$ cat config.mk
export PLATFORM = sky130hd
export DESIGN_NAME = latched_line_decoder
export DESIGN_NICKNAME = d
export VERILOG_FILES = /design/src/rtl/lat_dec_pkg.sv /design/src/rtl/code_hold.sv /design/src/rtl/line_decode.sv /design/src/rtl/out_stage.sv /design/src/rtl/latched_line_decoder.sv
export SDC_FILE = /design/constraint.sdc
export NUM_CORES = 1
export LEC_CHECK = 0
export ABC_AREA = 1
export BUFFER_PORTS_ARGS = -buffer_cell sky130_fd_sc_hd__buf_2
export CAP_MARGIN = 20
export CORE_AREA = 5 5 42 44
export DETAILED_ROUTE_END_ITERATION = 12
export DIE_AREA = 0 0 47 49
export GPL_ROUTABILITY_DRIVEN = 1
export GPL_TIMING_DRIVEN = 0
export PLACE_DENSITY = 0.56
export SLEW_MARGIN = 20
export SYNTH_ARGS = -nofsm -noshare
export SYNTH_HDL_FRONTEND = slang
export SYNTH_SLANG_ARGS = --single-unit
$ cat constraint.sdc
create_clock -name clk -period 1.5 [get_ports clk]
set_clock_uncertainty 0.1 [all_clocks]
set_input_delay 0.3 -clock clk [delete_from_list [all_inputs] [get_ports clk]]
set_output_delay 0.3 -clock clk [all_outputs]
set_load 0.05 [all_outputs]
$ cat src/rtl/lat_dec_pkg.sv
package lat_dec_pkg;

  typedef enum logic {
    POL_ACT_HIGH = 1'b0,
    POL_ACT_LOW  = 1'b1
  } pol_e;

  function automatic int unsigned line_count(input int unsigned code_w);
    return 32'd1 << code_w;
  endfunction

  function automatic pol_e pol_of(input int unsigned active_low);
    return (active_low != 0) ? POL_ACT_LOW : POL_ACT_HIGH;
  endfunction

endpackage

$ cat src/rtl/code_hold.sv
module code_hold #(
  parameter int unsigned W = 4
) (
  input  logic         clk,
  input  logic         rst,
  input  logic         load,
  input  logic [W-1:0] d,
  output logic [W-1:0] q
);

  logic [W-1:0] q_r;

  always_ff @(posedge clk) begin
    if (rst) begin
      q_r <= '0;
    end else if (load) begin
      q_r <= d;
    end
  end

  assign q = q_r;

endmodule

$ cat src/rtl/line_decode.sv
module line_decode #(
  parameter int unsigned W = 4,
  parameter int unsigned N = 16
) (
  input  logic [W-1:0] code,
  output logic [N-1:0] onehot
);

  for (genvar i = 0; i < N; i++) begin : g_line
    assign onehot[i] = (code == W'(i));
  end

endmodule

$ cat src/rtl/out_stage.sv
module out_stage
  import lat_dec_pkg::*;
#(
  parameter int unsigned N = 16,
  parameter pol_e        POL = POL_ACT_HIGH
) (
  input  logic [N-1:0] onehot,
  input  logic         inhibit,
  output logic [N-1:0] lines
);

  logic [N-1:0] gated;

  assign gated = inhibit ? '0 : onehot;

  if (POL == POL_ACT_LOW) begin : g_low
    assign lines = ~gated;
  end else begin : g_high
    assign lines = gated;
  end

endmodule

$ cat src/rtl/latched_line_decoder.sv
module latched_line_decoder
  import lat_dec_pkg::*;
#(
  parameter int unsigned CODE_W     = 4,
  parameter int unsigned ACTIVE_LOW = 0
) (
  input  logic                         clk,
  input  logic                         rst,
  input  logic                         strobe,
  input  logic [CODE_W-1:0]            code_in,
  input  logic                         inhibit,
  output logic [(1 << CODE_W)-1:0]     lines
);

  localparam int unsigned LINES = line_count(CODE_W);
  localparam pol_e        POL   = pol_of(ACTIVE_LOW);

  logic [CODE_W-1:0] held_code;
  logic [LINES-1:0]  raw_onehot;
  logic              load_evt;

  assign load_evt = strobe;

  code_hold #(.W(CODE_W)) u_hold (
    .clk  (clk),
    .rst  (rst),
    .load (load_evt),
    .d    (code_in),
    .q    (held_code)
  );

  line_decode #(.W(CODE_W), .N(LINES)) u_dec (
    .code   (held_code),
    .onehot (raw_onehot)
  );

  out_stage #(.N(LINES), .POL(POL)) u_out (
    .onehot  (raw_onehot),
    .inhibit (inhibit),
    .lines   (lines)
  );

endmodule

## Yosys cells after proc, flatten, opt, wreduce, memory -nomap -nowiden

Index checks and enable logic that the tools add are counted.

| word-level totals | value |
|---|---|
| register bits | 4 |
| input port bits | 8 |
| output and inout port bits | 16 |
| logic and storage cells | 18 |

| cells by class | value |
|---|---|
| eq/ne operators | 15 |
| multiplexer cells | 1 |
| reductions and logical operators | 1 |

Operators with widths:

| cell | number |
|---|---|
| == test 4 bit, second input constant | 8 |
| == test 4 x 3 -> 1 bit, second input constant | 4 |
| 2-to-1 mux 16 bit | 1 |
| == test 4 x 2 -> 1 bit, second input constant | 2 |
| == test 4 x 1 -> 1 bit, second input constant | 1 |
| zero test 4 bit | 1 |

## Longest topological paths before layout

| depth | value |
|---|---|
| word-level depth | 2 |
| gate-level depth with buffers | 4 |
| gate-level depth less buffers | 4 |

## Hierarchy

A second synthesis with hierarchy kept.

| second synthesis, totals | value |
|---|---|
| cell total of the unflattened synthesis | 88 |
| area total of the unflattened synthesis | 431.7 µm² |

By module, submodules not included:

| module | instances | cells each | area an instance (µm²) | sequential area each (µm²) |
|---|---|---|---|---|
| code_hold | 1 | 26 | 172.7 | 80.1 |
| out_stage | 1 | 34 | 153.9 | 0.0 |
| line_decode | 1 | 28 | 105.1 | 0.0 |

## Worst setup path before layout

Ideal clock, no wire load.

| timing path | value |
|---|---|
| kind | register -> output |
| from | reg u_hold.q_r[1] (netlist: u_hold.q[1]) |
| to | out lines[0] |
| arrival time | 1.195 ns |
| data required time | 1.100 ns |
| slack | -0.095 ns |
| stages on the path, launching flop included | 4 |
| buffers on the path | 0 |
| cells stage by stage | dfxtp_1 inv_1 nand3_1 nor2_1 |

| on the way | value |
|---|---|
| longest elaborated chain between the ends | 2 |

Ends and longest elaborated chain:

| item | RTL line | RTL |
|---|---|---|
| from (decl) | code_hold.sv:11 | `logic [W-1:0] q_r;` |
| from (signal assigned) | code_hold.sv:15 | `q_r <= '0;` |
| from (signal assigned) | code_hold.sv:17 | `q_r <= d;` |
| zero test 4 bit | line_decode.sv:10 | `assign onehot[i] = (code == W'(i));` |
| 2-to-1 mux 16 bit | out_stage.sv:14 | `assign gated = inhibit ? '0 : onehot;` |
| to (decl) | latched_line_decoder.sv:12 | `output logic [(1 << CODE_W)-1:0] lines` |

Every way passes these cells.

## Final worst setup path

| timing path | value |
|---|---|
| from | reg u_hold.q_r[1] (netlist: u_hold.q[1]) |
| to | out lines[1] |

| on the way | value |
|---|---|
| longest elaborated chain between the ends | 2 |

Ends and longest elaborated chain:

| item | RTL line |
|---|---|
| == test 4 x 1 -> 1 bit | line_decode.sv:10 |
| 2-to-1 mux 16 bit | out_stage.sv:14 |

Every way passes these cells.

==> reports/results.tsv <==
metric	value	unit
r2r setup slk	0.76	ns
Max Cap Violations	0	
Syn-to-layout area delta	129	%
Static Leak	0.299	nW
Max Slew Vio Count	0	
register area share after synthesis	27.2	%
Final Non-Filler Cells	100	
run status	finished clean	
crit end category	output pin	
Clock Tree Buf Depth	2	
chip width	47	um
vias in the first global route	373	
Clock transition at path regs	0.03	ns
max FFs per register	4	
core region area	0.00140	mm^2
post-place setup slack	0.0367	ns
Final Cell Area	673	um^2
cells after synthesis	59	
worst path required time	1.10	ns
Util after Layout	48.0	%
post-route ant nets	0	
DRT Pass-1 Iters	4	
syn avg cell area	4.98	um^2
pwr/cell area	586	mW/mm^2
n_diodes	0	
# port buffers	22	
DR iter-0 viols	14	
Worst Tran Pin Value	0.206	ns
total number of vias	413	
largest net degree at the start of global routing	9	
Yosys cell types	6	
worst hold endpoint	u_hold.q[1]	
CP Max Fanout	6	
Die Span Y	49	um
Post-Syn Nets	67	
RR Endpoint	u_hold.q[1]	
fmax	683	MHz
Layout Nets	94	
clock root cell	clkbuf_4	
IO Pins	24	
die area	0.00230	mm^2
sequential cell area	90.1	um^2
HP Class	in -> reg	
Post-Place Cell Area	427	um^2
#FFs+latches synth	4	
Site Rows	14	
minimum clock period	1.46	ns
Worst slew margin	86.3	%
htree depth	1	
post-synth design cell area	294	um^2
drt total wl	935	um
post-DR wirelength/cell	9.35	um
placed cells	97	
# hold bufs at CTS	0	
Worst-Skew Late Latency	0.23	ns
Fill cells	144	
TritonCTS clock tree	yes	
Tcrit/Tclk final	97.6	%
Syn. warnings	0	
Clock Sinks	4	
PnR Total Power	0.395	mW
Worst Path Arrival	1.06	ns
All-Layer GR Usage	8.10	%
CP Class	reg -> out	
Worst Hold Launch	rst	
GR Overflow Total	0	
Worst Slack Setup Final	0.0355	ns
final hold violation count	0	
initial core utilization	21.0	%
area of the multi-input gates	277	um^2
reg-to-reg startpoint	u_hold.q[1]	
first-pass GRT wire length	1370	um
Setup Fix Bufs, Post-CTS	0	
RSZ-0062 raised after global routing	true	
Peak VDD IR	0.299	mV
share of post-route cells with drive strength above 1	69.0	%
count of final setup violators	0	
CP Launch Type	flip-flop	
via/cell ratio	4.13	
Hold Path Depth	4	
total CTS buffers	3	
R2R depth	2	
Residual DRC	0	
post-DP HPWL	703	um
GPL Wtd Cong	0.695	
initial antenna violation count	0	
-- worst max-delay path: stages (launching register included) --
cell and delay, ns:
dfxtp_4 0.37, inv_6 0.08, nand3_4 0.08, nor2_2 0.14, buf_6 0.17
-- cells in the final DEF, fill, tap and decap left out --
cell type	n
inv_6	1
clkbuf_4	3
dfxtp_4	2
nand3_2	1
clkinvlp_4	1
nand2_2	3
inv_4	1
buf_6	16
nor2_1	9
buf_2	7
inv_1	5
inv_2	2
dfxtp_2	2
nand3_4	4
nor2_2	14
nand2_1	12
nor2_4	1
-- per-layer routing --
metal | up-vias | share of wire (%) | global-route usage (%)
li1 | 222 | - | -
met1 | 174 | 34 | 8.13
met2 | 15 | 58 | 13.3
met3 | 2 | 7.6 | 1.48
met4 | 0 | 0.96 | 6.91
met5 | - | 0 | 0
-- Yosys cell counts (all sizes together) --
library cell | n | area, um^2
buf | 1 | 5.00
dfxtp | 4 | 80.1
inv | 10 | 37.5
nand2 | 15 | 56.3
nand3 | 5 | 25.0
nor2 | 24 | 90.1
-- worst max path at each step --
stage / start / end / slack, ns / depth (start not counted)
detailed placement: inhibit / lines[10] / 0.04 / 5
global placement: inhibit / lines[11] / 0.06 / 5
finish: u_hold.q[1] / lines[1] / 0.04 / 4
CTS: u_hold.q[1] / lines[1] / -0.006 / 4
floorplan: u_hold.q[1] / lines[0] / -0.1 / 3
global route: u_hold.q[1] / lines[1] / -0.02 / 4
-- cell type report --
type | instances | share of cell area (%)
multi-input cells | 44 | 41.1
clock buffers | 3 | 3.35
repair buffers | 22 | 31.2
flip-flops and latches | 4 | 13.4
well taps | 16 | 2.97
plain buffers | 1 | 0.743
inverters | 10 | 7.25
-- power breakdown --
part           internal (mW)  total [mW]  switching (mW)
Sequential             0.115       0.132          0.0170
Clock                 0.0890       0.127          0.0378
Combinational         0.0472       0.136          0.0888
Total                  0.251       0.395           0.144
-- cells by family (layout without fill, tap and decap cells) --
logic type             after synthesis  in the layout  share of synthesized area, %
AND/OR/NAND/NOR                     44             44                          58.3
flip-flops                           4              4                          27.2
buffers and inverters               11             36                          14.5
-- per-stage QoR --
step                setup TNS [ns]  hold slack, ns
finish                           0           0.234
global route               -0.0368           0.244
CTS                        -0.0149           0.231
detailed placement               0           0.396
global placement                 0           0.393
floorplan                    -1.36           0.375
-- what timing repair did --
action / in CTS / in global routing
resized for setup: 28 / 45
endpoints found under the setup margin: 16 / 15
pin swaps: 2 / 2
gates cloned: 0 / 0
No activity file was read; power rests on OpenSTA's default activity.
